===== config.mk =====
export PLATFORM = sky130hd
export DESIGN_NAME = cmp_deglitch
export DESIGN_NICKNAME = d
export VERILOG_FILES = /design/src/rtl/cmpflt_pkg.sv /design/src/rtl/cmpflt_sync.sv /design/src/rtl/cmpflt_core.sv /design/src/rtl/cmp_deglitch.sv
export SDC_FILE = /design/constraint.sdc
export NUM_CORES = 1
export LEC_CHECK = 0
export BUFFER_PORTS_ARGS = -buffer_cell sky130_fd_sc_hd__buf_2
export CORE_MARGIN = 10
export CORE_UTILIZATION = 57
export CTS_CLUSTER_SIZE = 25
export DETAILED_ROUTE_END_ITERATION = 10
export GPL_TIMING_DRIVEN = 0
export PLACE_DENSITY = 0.9
export SYNTH_ARGS = -nofsm -noshare
export SYNTH_HDL_FRONTEND = slang
export SYNTH_SLANG_ARGS = --single-unit

===== constraint.sdc =====
create_clock -name clk -period 3.3 [get_ports clk]
set_input_delay 0.165 -clock clk [delete_from_list [all_inputs] [get_ports clk]]
set_output_delay 0.165 -clock clk [all_outputs]
set_load 0.03 [all_outputs]

===== src/rtl/cmpflt_pkg.sv =====
package cmpflt_pkg;
  localparam int unsigned LEN_W_DEF = 12;

  typedef enum logic [2:0] {
    FM_PASS  = 3'b000,
    FM_IMM   = 3'b100,
    FM_AFTER = 3'b101,
    FM_SLO   = 3'b110,
    FM_SHI   = 3'b111
  } flt_mode_e;

  // a mode filters only when its top bit is set
  function automatic logic is_filtering(input logic [2:0] m);
    return m[2];
  endfunction

  // true when one more differing edge completes a run of length len
  function automatic logic run_complete(input logic [LEN_W_DEF-1:0] cnt,
                                        input logic [LEN_W_DEF-1:0] len);
    return ({1'b0, cnt} + 13'd1) >= {1'b0, len};
  endfunction
endpackage


===== src/rtl/cmpflt_sync.sv =====
module cmpflt_sync #(
  parameter int unsigned STAGES = 2
) (
  input  logic clk,
  input  logic rst,
  input  logic raw_i,
  input  logic en_i,
  output logic s_o
);
  logic [STAGES-1:0] chain_q;

  generate
    if (STAGES == 1) begin : g_one
      always_ff @(posedge clk) begin
        if (rst) chain_q <= '0;
        else     chain_q <= raw_i;
      end
    end else begin : g_many
      always_ff @(posedge clk) begin
        if (rst) chain_q <= '0;
        else     chain_q <= {chain_q[STAGES-2:0], raw_i};
      end
    end
  endgenerate

  assign s_o = en_i ? chain_q[STAGES-1] : raw_i;
endmodule


===== src/rtl/cmpflt_core.sv =====
module cmpflt_core
  import cmpflt_pkg::*;
#(
  parameter int unsigned LEN_W = LEN_W_DEF
) (
  input  logic             clk,
  input  logic             rst,
  input  logic             s_i,
  input  logic [2:0]       mode_i,
  input  logic [LEN_W-1:0] len_i,
  output logic             out_o
);
  logic             filt_q;
  logic [LEN_W-1:0] cnt_q;

  // named events used by the update logic and the assertions
  logic flt_active, diff, hold_busy, run_done, pass_now;
  logic is_imm, is_after, is_slo, is_shi;

  assign is_imm     = (mode_i == FM_IMM);
  assign is_after   = (mode_i == FM_AFTER);
  assign is_slo     = (mode_i == FM_SLO);
  assign is_shi     = (mode_i == FM_SHI);
  assign flt_active = is_filtering(mode_i) && (len_i != '0);
  assign diff       = (s_i != filt_q);
  assign hold_busy  = (cnt_q != '0);
  assign run_done   = run_complete(cnt_q, len_i);
  assign pass_now   = diff && ((is_slo && s_i) || (is_shi && !s_i));

  always_ff @(posedge clk) begin
    if (rst) begin
      filt_q <= 1'b0;
      cnt_q  <= '0;
    end else if (!flt_active) begin
      filt_q <= s_i;
      cnt_q  <= '0;
    end else if (is_imm) begin
      if (hold_busy) begin
        cnt_q <= cnt_q - 1'b1;
      end else if (diff) begin
        filt_q <= s_i;
        cnt_q  <= len_i;
      end
    end else if (pass_now) begin
      filt_q <= s_i;
      cnt_q  <= '0;
    end else if (!diff) begin
      cnt_q <= '0;
    end else if (run_done) begin
      filt_q <= s_i;
      cnt_q  <= '0;
    end else begin
      cnt_q <= cnt_q + 1'b1;
    end
  end

  assign out_o = flt_active ? filt_q : s_i;

  p_holdoff_r5: assert property (@(posedge clk) disable iff (rst)
    (flt_active && is_imm && hold_busy) |=> $stable(filt_q))
    else $error("R5 hold-off violated");

  p_wait_r6: assert property (@(posedge clk) disable iff (rst)
    (flt_active && is_after && diff && !run_done) |=> $stable(filt_q))
    else $error("R6 early change");

  p_rise_pass_r7: assert property (@(posedge clk) disable iff (rst)
    (flt_active && is_slo && s_i && !filt_q) |=> filt_q)
    else $error("R7 rise not passed");

  p_fall_pass_r8: assert property (@(posedge clk) disable iff (rst)
    (flt_active && is_shi && !s_i && filt_q) |=> !filt_q)
    else $error("R8 fall not passed");
endmodule


===== src/rtl/cmp_deglitch.sv =====
module cmp_deglitch
  import cmpflt_pkg::*;
#(
  parameter int unsigned LEN_W       = LEN_W_DEF,
  parameter int unsigned SYNC_STAGES = 2
) (
  input  logic             clk,
  input  logic             rst,
  input  logic             cmp_raw_i,
  input  logic             sync_en_i,
  input  logic             flt_bypass_i,
  input  logic [2:0]       flt_mode_i,
  input  logic [LEN_W-1:0] flt_len_i,
  input  logic             pol_inv_i,
  output logic             cmp_out_o
);
  logic       s_sync;
  logic       filt_out;
  logic [2:0] eff_mode;

  // bypass forces a non-filtering code, R2
  assign eff_mode = flt_bypass_i ? 3'(FM_PASS) : flt_mode_i;

  cmpflt_sync #(.STAGES(SYNC_STAGES)) u_sync (
    .clk(clk), .rst(rst), .raw_i(cmp_raw_i), .en_i(sync_en_i), .s_o(s_sync)
  );

  cmpflt_core #(.LEN_W(LEN_W)) u_core (
    .clk(clk), .rst(rst), .s_i(s_sync), .mode_i(eff_mode),
    .len_i(flt_len_i), .out_o(filt_out)
  );

  assign cmp_out_o = filt_out ^ pol_inv_i;

  p_bypass_r2: assert property (@(posedge clk) disable iff (rst)
    (flt_bypass_i && !sync_en_i) |-> (cmp_out_o == (cmp_raw_i ^ pol_inv_i)))
    else $error("R2 bypass not transparent");
endmodule


==> summary.txt, run 1 <==
Outcome
  – Run status: finished, final reports clean

STA
  – Max Clock Freq: 326.0 MHz
  – Final number of setup-violating endpoints: 0
  – Hold Vio Cnt, Final: 0
  – Fin crit share: 0.9297
  – Worst Slack Setup Final: between 0.2 and 0.25 ns
  – Number of max-slew violations in the final report: 0
  – Tightest slew margin relative to the limit: 0.3404
  – Final critical delay including setup and external delays: approximately 3.1 ns
  – Worst Skew: between 0.008 and 0.009 ns
  – Least-Margin Pin Slew: around 0.98 ns

Setup path
  – CP required: ~3.5 ns
  – Launch point of the critical path: u_core.cnt_q[5]
  – Start-to-end type of the worst setup path: flip-flop to flip-flop
  – Worst path cell trace: nand3_1, nor2_1, xnor2_1, ha_1, a21o_1, a21oi_1, o211ai_1, o21ai_1, clkbuf_2, nand3_1, a21oi_1
  – Kind of cell with the highest combined delay on the critical path: compound AO/OA/AOI/OAI gates
  – Arrival time of data at the critical path endpoint: between 3 and 4 ns
  – Worst path bufs/invs: 1
  – Critical-path top delay cell: sky130_fd_sc_hd__dfxtp_1
  – Element type at the critical path start: flip-flop
  – Category of the worst setup path capture point: flip-flop
  – Max Fanout on Critical Path: 10
  – Peak per-stage delay on the critical path: 0.51 ns
  – R2r startpoint: u_core.cnt_q[5]

Power
  – Worst vdd ir: around 0.3 mV
  – Static Leakage: approximately 0.84 nW
  – PD cells: 244.4 nW/um^2

Placement
  – Placement-stage worst setup slack: -0.3304 ns
  – Placer Congestion: about 0.97
  – Total cell area at the placement stage: approximately 1700 sq um
  – Port Buffer Count: 21
  – Half-perimeter wire length of the detailed placement result: 3.252 mm

Detailed routing
  – TritonRoute pass-1 iters: 5
  – Final WL: approximately 4.4 mm
  – DRC violation count after routing: 0
  – Routed length per placed instance: 16.97 um
  – Post-DRT Antenna Nets: 0
  – Vias after detailed routing: approximately 1700
  – Initial DRC count: about 240
  – Via density per instance: about 6.4

Clocking
  – Maximum buffer depth of the clock tree: 2
  – CTS Hold Buffers Added: 0
  – Number of buffers inserted to repair setup after CTS: 0
  – Clk pin slew, worst setup/hold paths: roughly 0.10 ns
  – Clk_lat worst skew: 0.30 ns
  – Num CTS Buffers: 3
  – CTS tree: done
  – CTS H-Tree Depth: 1
  – CTS Root Cell: sky130_fd_sc_hd__clkbuf_4
  – TritonCTS sink count: 15

GRT
  – Largest net degree at the start of global routing: 11
  – Initial antenna violation count: 0
  – Global-route wire length before repair: ~7.2 mm
  – GRT Util Overall: 0.1646
  – Overflow after GRT: 0
  – Via count of the first global-routing pass: 1574

Floorplanning
  – Die span in y: between 70 and 80 um
  – Row Count: 18
  – Number of I/O pins: 22
  – Core outline area: between 2000 and 3000 sq um
  – DIE AREA: between 5000 and 6000 sq um
  – Overall die width: slightly above 70 um
  – Starting utilization of the core area: 0.6185

Finish
  – Fraction of layout instances using a drive strength above 1: 0.1940
  – Number of antenna diodes: 0
  – Top library cells by usage in the layout, fill and taps aside: 25 x sky130_fd_sc_hd__buf_2, 19 x sky130_fd_sc_hd__nand3_1, 17 x sky130_fd_sc_hd__nand2_1
  – Area growth from synthesis to layout: 13.67%
  – Final non-filler cell area: around 1800 sq um
  – Most common cell after layout, fill and taps aside: sky130_fd_sc_hd__buf_2
  – Number of nets at the end of the flow: ~270
  – Share of the core filled with cells in the final layout: 0.7030

Logic synthesis
  – Main combinational cell family by area after synthesis: simple AND/OR/NAND/NOR gates
  – Adder and majority gate portion of the synthesized area: 0.1192
  – Count of flip-flops with a built-in enable after synthesis: 0
  – Most common flop cell mapped by yosys: sky130_fd_sc_hd__dfxtp_1
  – Mux cell area share after synthesis: 0.008744
  – Fraction of the mapped netlist area in simple logic gates: 0.3005
  – Netlist area before placement: between 1500 and 2000 sq um
  – FF+latch count, synth: 15
  – Async S/R FF share, synth: 0
  – Post-synthesis compound-gate area fraction: 0.1932
  – Post-synthesis area per instance: 7.604 sq um
  – Post-synthesis cell type count: 46
  – Number of nets in the synthesized netlist: roughly 240
  – Share of the synthesized netlist area taken by xor and xnor gates: 0.1169
  – Yosys warning count: 0
  – Post-synthesis sequential area ratio: 0.1908
  – Post-Syn Instances: a little over 200

Min path
  – Worst Min Path Start: rst
  – Hold WC Path Type: input pin to flip-flop

Job
  – Max-capacitance violation count: 0
-- cells in the mapped netlist (2+ instances only) --
master	instances	area, sq um
sky130_fd_sc_hd__a21o_1	4	30.03
sky130_fd_sc_hd__a21oi_1	15	75.07
sky130_fd_sc_hd__a22oi_1	7	52.55
sky130_fd_sc_hd__a31oi_1	3	18.77
sky130_fd_sc_hd__and3_1	4	25.02
sky130_fd_sc_hd__buf_2	5	25.02
sky130_fd_sc_hd__clkbuf_1	2	7.510
sky130_fd_sc_hd__dfxtp_1	15	300.3
sky130_fd_sc_hd__ha_1	15	187.7
sky130_fd_sc_hd__inv_1	16	60.06
sky130_fd_sc_hd__nand2_1	17	63.81
sky130_fd_sc_hd__nand3_1	20	100.1
sky130_fd_sc_hd__nand4_1	2	12.51
sky130_fd_sc_hd__nand4b_1	2	17.52
sky130_fd_sc_hd__nor2_1	9	33.78
sky130_fd_sc_hd__nor2b_1	4	25.02
sky130_fd_sc_hd__nor3_1	8	40.04
sky130_fd_sc_hd__nor4_1	4	25.02
sky130_fd_sc_hd__nor4_4	2	42.54
sky130_fd_sc_hd__o21ai_0	2	10.01
sky130_fd_sc_hd__o21ai_1	3	15.01
sky130_fd_sc_hd__or3_1	5	31.28
sky130_fd_sc_hd__xnor2_1	14	122.6
sky130_fd_sc_hd__xor2_1	7	61.31
-- worst paths after layout --
check,cells past startpoint,slack [ns],to
min,2,0.09,u_sync.chain_q[0]
min reg2reg,1,0.45,u_sync.chain_q[1]
max reg2reg,11,0.23,u_core.cnt_q[6]
max,11,0.23,u_core.cnt_q[6]
-- area by class of cell --
class | instances | area, sq um
buffer | 9 | 58.81
clock buffer | 4 | 26.28
fill | 226 | 755.7
inverter | 16 | 60.06
multi-input combinational | 167 | 1196
sequential | 15 | 305.3
tap | 30 | 37.54
timing repair buffer | 21 | 105.1
-- stage by stage --
stage | power, W | hold WS, ns | cells | setup TNS [ns]
finish | 0.0004373 | 0.09270 | 262 | 0
global route | 0.0004547 | 0.09932 | 262 | -0.005886
CTS | 0.0004319 | 0.08126 | 262 | 0
detailed placement | 0.0003144 | 0.3986 | 258 | -3.274
global placement | 0.0003118 | 0.3889 | 258 | -2.614
floorplan | 0.0002751 | 0.2366 | 207 | 0
-- metal layers --
| layer | track usage | share of wire | wire (um) | vias up |
|---|---|---|---|---|
| li1 | - | - | - | 807 |
| met1 | 0.2011 | 0.42 | 1885 | 746 |
| met2 | 0.2726 | 0.45 | 1989 | 104 |
| met3 | 0.04762 | 0.12 | 518 | 10 |
| met4 | 0.04430 | 0.012 | 54 | 0 |
| met5 | 0 | 0 | 0 | - |
-- sequential cells by signal, indices dropped and copies added, names as in the netlist --
| name | cells |
|---|---|
| u_core.cnt_q | 12 |
| u_core.filt_q | 1 |
| u_sync.chain_q | 2 |
-- report_power, final --
| part | internal (W) | switching [W] |
|---|---|---|
| Sequential | 0.000184 | 0.00000337 |
| Combinational | 0.0000538 | 0.0000798 |
| Clock | 0.0000472 | 0.0000692 |
| Total | 0.000285 | 0.000152 |
-- cell families (layout without fill, tap and decap cells) --
group | after synthesis | after routing
simple gates | 84 | 84
compound gates | 46 | 46
buf+inv | 25 | 50
xor+xnor | 21 | 21
fa+ha+maj | 15 | 15
flops | 15 | 15
mux | 1 | 1
-- what timing repair did --
| action | 4_1_cts | 5_1_grt |
|---|---|---|
| endpoints found under the hold margin | 0 | 0 |
| pin swaps | 0 | 1 |
| setup endpoints to repair | 13 | 13 |
| cloned | 0 | 0 |
| gates resized for setup | 4 | 9 |
(Power assumes the default switching activity.)
==> inputs of run 2 (changes only) <==
Settings changed: CORE_UTILIZATION 57 to 55, PLACE_DENSITY 0.9 to 0.88.
==> run 2 against run 1 <==
Clock skew rose by 0.013 ns. Die area rose by 2.6%. Global-route usage rose by 0.36 points. Worst hold slack got worse by 0.046 ns. First-iteration DRC count fell by 47%. Wire length rose by 2.5%. Setup slack got worse by 0.092 ns. Highest routed layer unchanged.
==> summary.txt, run 2 (same netlist as run 1, synthesis figures left out) <==
Placement
  – Half-perimeter wire length of the detailed placement result: ~3.4 mm
  – Placement-stage worst setup slack: -0.3639 ns
  – Port Buffer Count: 21
  – Placer Congestion: 0.9848

STA
  – Worst hold slack after final layout: 0.04664 ns
  – Tightest slew margin relative to the limit: 0.2771
  – Final number of setup-violating endpoints: 0
  – Max Clock Freq: approximately 320 MHz
  – Worst Slack Setup Final: between 0.1 and 0.15 ns
  – Fin crit share: 0.9574
  – Least-Margin Pin Slew: 1.077 ns
  – Final critical delay including setup and external delays: 3.159 ns
  – Worst Skew: 0.02108 ns
  – Number of max-slew violations in the final report: 0
  – Hold Vio Cnt, Final: 0
  – Setup repair after global routing missed its margin: no

Setup path
  – Worst path bufs/invs: 1
  – Max Fanout on Critical Path: 10
  – CP required: 3.53 ns
  – Element type at the critical path start: flip-flop
  – Critical-path top delay cell: sky130_fd_sc_hd__dfxtp_2
  – Peak per-stage delay on the critical path: between 0.4 and 0.5 ns
  – Arrival time of data at the critical path endpoint: about 3.4 ns
  – Worst path cell trace: ha_1, nand3_2, nor3_4, and3_1, xor2_2, ha_1, a21o_1, a211o_1, a31o_2, nor3_4, buf_6, nand3_1, a21oi_1
  – Start-to-end type of the worst setup path: flip-flop to flip-flop
  – Kind of cell with the highest combined delay on the critical path: simple AND/OR/NAND/NOR gates
  – Category of the worst setup path capture point: flip-flop

Detailed routing
  – Initial DRC count: roughly 130
  – Post-DRT Antenna Nets: 0
  – DRC violation count after routing: 0
  – Routed length per placed instance: between 15 and 20 um
  – Final WL: 4.559 mm
  – Vias after detailed routing: ~1600
  – Via density per instance: 6.239
  – TritonRoute pass-1 iters: 4

Min path
  – Hold WC Path Type: input pin to flip-flop

Clocking
  – TritonCTS sink count: 15
  – CTS Hold Buffers Added: 0
  – Clk_lat worst skew: about 0.32 ns
  – Maximum buffer depth of the clock tree: 2
  – Num CTS Buffers: 3
  – Clk pin slew, worst setup/hold paths: between 0.1 and 0.15 ns
  – CTS Root Cell: sky130_fd_sc_hd__clkbuf_4
  – CTS tree: done
  – CTS H-Tree Depth: 1

Finish
  – Top library cells by usage in the layout, fill and taps aside: 25 x sky130_fd_sc_hd__buf_2, 19 x sky130_fd_sc_hd__nand3_1, 17 x sky130_fd_sc_hd__nand2_1
  – Area growth from synthesis to layout: 14.86%
  – Number of flip-flops in the largest register: 12
  – Registers with the most flip-flops: u_core.cnt_q x12, u_sync.chain_q x2, u_core.filt_q x1
  – Number of antenna diodes: 0
  – Number of nets at the end of the flow: 270
  – Fraction of layout instances using a drive strength above 1: 0.2103
  – Biggest register: u_core.cnt_q
  – Most common cell after layout, fill and taps aside: sky130_fd_sc_hd__buf_2

Power
  – Static Leakage: 0.8484 nW
  – Overall Power: 0.0004457 W
  – PD cells: 246.5 nW/um^2
  – Worst vdd ir: about 0.26 mV

GRT
  – Via count of the first global-routing pass: ~1600
  – Initial antenna violation count: 0
  – Global-route wire length before repair: around 7.3 mm
  – Overflow after GRT: 0
  – GRT Util Overall: 0.1682
  – Largest net degree at the start of global routing: 11

Floorplanning
  – Core outline area: 2758 sq um
  – Starting utilization of the core area: 0.5708
  – Die span in y: 73.50 um
  – DIE AREA: between 5000 and 6000 sq um
  – Overall die width: 73.50 um
  – Number of I/O pins: 22
  – Row Count: 19

Outcome
  – Run status: finished, final reports clean

Job
  – Max-capacitance violation count: 0
-- run 2: changes by cell type in the layout (fill, tap and decap cells not counted) --
| cell | delta |
|---|---|
| sky130_fd_sc_hd__o21ai_2 | +1 |
| sky130_fd_sc_hd__xor2_2 | +1 |
| sky130_fd_sc_hd__clkinv_2 | +1 |
| sky130_fd_sc_hd__o21ai_1 | -1 |
| sky130_fd_sc_hd__dfxtp_2 | +1 |
| sky130_fd_sc_hd__xor2_1 | -1 |
| sky130_fd_sc_hd__clkbuf_1 | -1 |
| sky130_fd_sc_hd__buf_4 | +1 |
| sky130_fd_sc_hd__dfxtp_4 | -1 |
-- run 2: what timing repair did --
action,CTS,global route
gates resized for setup,7,7
buffers inserted,0,1
gates cloned,0,0
pin swaps,1,1
setup endpoints to repair,13,13
-- run 2: stage by stage --
step | TNS, ns | cell area (sq um) | std cells | utilization
3_5_place_dp | -3.770 | 1718 | 259 | 0.6230
6_report | 0 | 1808 | 264 | 0.6556
2_1_floorplan | 0 | 1574 | 207 | -
4_1_cts | 0 | 1770 | 263 | 0.6420
5_1_grt | 0 | 1808 | 264 | 0.6556
3_3_place_gp | -2.702 | 1718 | 259 | 0.6230
-- run 2: layout make-up --
class | instances | area (sq um)
flip-flops and latches | 15 | 302.8
fillers | 233 | 949.7
clock buffers | 3 | 22.52
plain buffers | 9 | 58.81
multi-input cells | 167 | 1207
clock inverters | 1 | 5.005
well taps | 31 | 38.79
inverters | 16 | 60.06
repair buffers | 22 | 112.6
-- run 2: path summary, 6_finish.rpt --
check	from	endpoint	slack, ns	cells past startpoint
worst min-delay path	rst	u_sync.chain_q[0]	0.05	2
worst max-delay path	u_core.cnt_q[0]	u_core.cnt_q[7]	0.14	13
worst max register to register	u_core.cnt_q[0]	u_core.cnt_q[7]	0.14	13
worst min register to register	u_sync.chain_q[0]	u_sync.chain_q[1]	0.46	1
-- run 2: per-layer routing --
metal	vias to the layer above	wire length, um	GRT usage
li1	809	-	-
met1	761	2069	0.2127
met2	72	2120	0.2623
met3	5	298	0.02423
met4	0	71	0.09938
met5	-	0	0
-- run 2: power by group --
part | switching [W] | internal, W | leakage [nW]
clock network | 0.0000777 | 0.0000455 | 0.0177
logic | 0.0000805 | 0.0000539 | 0.708
registers | 0.00000357 | 0.000185 | 0.123
total | 0.000162 | 0.000284 | 0.848
==> inputs of run 3 (changes only) <==
Settings changed: CORE_ASPECT_RATIO set to 2.
==> run 3 against run 2 <==
Critical path depth stayed put. Core utilization is 0.37 points higher. Sequential cell count stayed put. Worst hold slack better by 0.087 ns.
==> summary.txt, run 3 (same netlist as run 1, synthesis figures left out) <==
Power
  – Worst vdd ir: between 0.2 and 0.3 mV
  – Net Sw Frac: 0.3305
  – PD cells: roughly 270 nW/um^2
  – P_sw: 0.0001583 W
  – Part of the power in registers: 0.393
  – Int Power: roughly 0.00032 W
  – Portion of total power attributed to combinational logic: 0.276
  – Overall Power: between 0.0004 and 0.0005 W
  – Part of the total power dissipated in the clock network: 0.331
  – Static Leakage: around 0.85 nW

Setup path
  – Worst reg2reg setup slack: roughly 0.13 ns
  – Max Fanout on Critical Path: 10
  – Count of cells along the worst register-to-register path: 13
  – Element type at the critical path start: flip-flop
  – CP required: 3.47 ns
  – Category of the worst setup path capture point: flip-flop
  – Arrival time of data at the critical path endpoint: about 3.4 ns
  – Endpoint of the worst-slack reg-to-reg timing path: u_core.cnt_q[6]
  – R2r startpoint: u_core.cnt_q[0]
  – Start-to-end type of the worst setup path: flip-flop to flip-flop

GRT
  – Global-route wire length before repair: approximately 7.9 mm
  – Via count of the first global-routing pass: between 1500 and 2000
  – Initial antenna violation count: 0
  – Overflow after GRT: 0
  – Largest net degree at the start of global routing: 11
  – GRT Util Overall: 0.1797

Detailed routing
  – DRC violation count after routing: 0
  – Via density per instance: approximately 6.5
  – Vias after detailed routing: 1702
  – Post-DRT Antenna Nets: 0
  – Final WL: around 5 mm
  – Routed length per placed instance: ~19 um
  – Metal3 WL: ~270 um
  – Uppermost routed layer: met4
  – Initial DRC count: 77
  – DR WL met2: around 2.7 mm
  – Wl on met1: about 1.6 mm
  – TritonRoute pass-1 iters: 4

STA
  – Number of max-slew violations in the final report: 0
  – Worst hold slack after final layout: around 0.13 ns
  – Setup repair after global routing missed its margin: yes
  – Final number of setup-violating endpoints: 0
  – Final critical delay including setup and external delays: around 3.2 ns
  – Fin crit share: 0.9611
  – Worst Slack Setup Final: approximately 0.13 ns
  – Worst Skew: 0.004635 ns
  – Least-Margin Pin Slew: 0.9217 ns
  – Max Clock Freq: 315.3 MHz
  – Tightest slew margin relative to the limit: 0.3769
  – Hold Vio Cnt, Final: 0

Min path
  – Worst Min Path Start: rst
  – Hold WC Path Type: input pin to flip-flop
  – Worst hold endpoint: u_core.filt_q
  – Hold path cells: 2

Finish
  – Area growth from synthesis to layout: 14.63%
  – Top library cells by usage in the layout, fill and taps aside: 25 x sky130_fd_sc_hd__buf_2, 19 x sky130_fd_sc_hd__nand3_1, 17 x sky130_fd_sc_hd__nand2_1
  – Number of antenna diodes: 0
  – Biggest register: u_core.cnt_q
  – Fraction of layout instances using a drive strength above 1: 0.2017
  – Most common cell after layout, fill and taps aside: sky130_fd_sc_hd__buf_2
  – Number of flip-flops in the largest register: 12
  – Registers with the most flip-flops: u_core.cnt_q x12, u_sync.chain_q x2, u_core.filt_q x1
  – Share of the core filled with cells in the final layout: 0.6594
  – Final non-filler cell area: between 1500 and 2000 sq um
  – Number of nets at the end of the flow: 270

Placement
  – Placer Congestion: approximately 0.88
  – Total cell area at the placement stage: between 1500 and 2000 sq um
  – Half-perimeter wire length of the detailed placement result: 3.836 mm
  – Port Buffer Count: 21
  – Placement-stage worst setup slack: -0.4064 ns

Clocking
  – CTS Hold Buffers Added: 0
  – CTS Root Cell: sky130_fd_sc_hd__clkbuf_8
  – CTS tree: done
  – TritonCTS sink count: 15
  – Clk_lat worst skew: around 0.25 ns
  – Num CTS Buffers: 3
  – CTS H-Tree Depth: 1
  – Maximum buffer depth of the clock tree: 2
  – Clk pin slew, worst setup/hold paths: 0.07 ns

Floorplanning
  – Starting utilization of the core area: 0.5752
  – Row Count: 27
  – DIE AREA: 5531 sq um
  – Number of I/O pins: 22
  – Die span in y: 95.66 um
  – Overall die width: about 58 um
  – Core outline area: ~2700 sq um

Job
  – Max-capacitance violation count: 0

Outcome
  – Run status: finished, final reports clean
[run 3: cell counts in the layout (fill, tap and decap cells not counted)]
No cell type changed its count.
[run 3: worst max path at each step]
stage,slack [ns],end,cells past startpoint,from
after detailed placement,-0.41,u_core.cnt_q[10],13,u_core.cnt_q[0]
after global placement,-0.39,u_core.cnt_q[3],13,u_core.cnt_q[0]
after global routing,0.002,u_core.cnt_q[3],13,u_core.cnt_q[0]
after floorplan,0.25,u_core.cnt_q[10],13,u_core.cnt_q[0]
after CTS,0.02,u_core.cnt_q[10],13,u_core.cnt_q[0]
final,0.13,u_core.cnt_q[6],13,u_core.cnt_q[0]
[run 3: cell type report]
class / count / area, sq um
Timing Repair Buffer: 22 / 112.6
Fill cell: 235 / 932.1
Buffer: 9 / 58.81
Tap cell: 29 / 36.28
Sequential cell: 15 / 302.8
Clock buffer: 3 / 41.29
Clock inverter: 1 / 5.005
Multi-Input combinational cell: 167 / 1187
Inverter: 16 / 60.06
[run 3: power groups by stage]
stage	registers [W]	clock network, W	logic, W
global route	0.000188	0.000165	0.000144
detailed placement	0.000192	0	0.000125
global placement	0.000192	0	0.000122
CTS	0.000188	0.000155	0.000128
floorplan	0.000191	0	0.0000840
finish	0.000188	0.000158	0.000132
[run 3: metrics by stage]
| stage | std cells | setup TNS (ns) |
|---|---|---|
| 2_1_floorplan | 207 | 0 |
| 6_report | 262 | 0 |
| 3_5_place_dp | 257 | -4.371 |
| 4_1_cts | 261 | 0 |
| 5_1_grt | 262 | 0 |
| 3_3_place_gp | 257 | -4.261 |
[run 3: critical path, cell delays in order, from the launching register on]
cell and delay, ns:
sky130_fd_sc_hd__dfxtp_2 0.44, sky130_fd_sc_hd__ha_1 0.23, sky130_fd_sc_hd__nand3_2 0.15, sky130_fd_sc_hd__nor3_4 0.18, sky130_fd_sc_hd__and3_1 0.19, sky130_fd_sc_hd__xor2_1 0.23
sky130_fd_sc_hd__ha_1 0.29, sky130_fd_sc_hd__a21o_1 0.17, sky130_fd_sc_hd__a211o_1 0.28, sky130_fd_sc_hd__a31o_2 0.24, sky130_fd_sc_hd__nor3_2 0.24, sky130_fd_sc_hd__buf_6 0.20
sky130_fd_sc_hd__nand3_1 0.08, sky130_fd_sc_hd__a21oi_1 0.17
[run 3: layer usage]
metal	vias to the layer above	track usage
met5	-	0
met2	92	0.3435
met4	0	0.1634
met3	32	0.02796
li1	808	-
met1	770	0.1490
[run 3: timing repair]
action,CTS,global route
buffers inserted,0,1
pin swaps,0,1
endpoints found under the setup margin,13,12
gates resized for setup,6,5
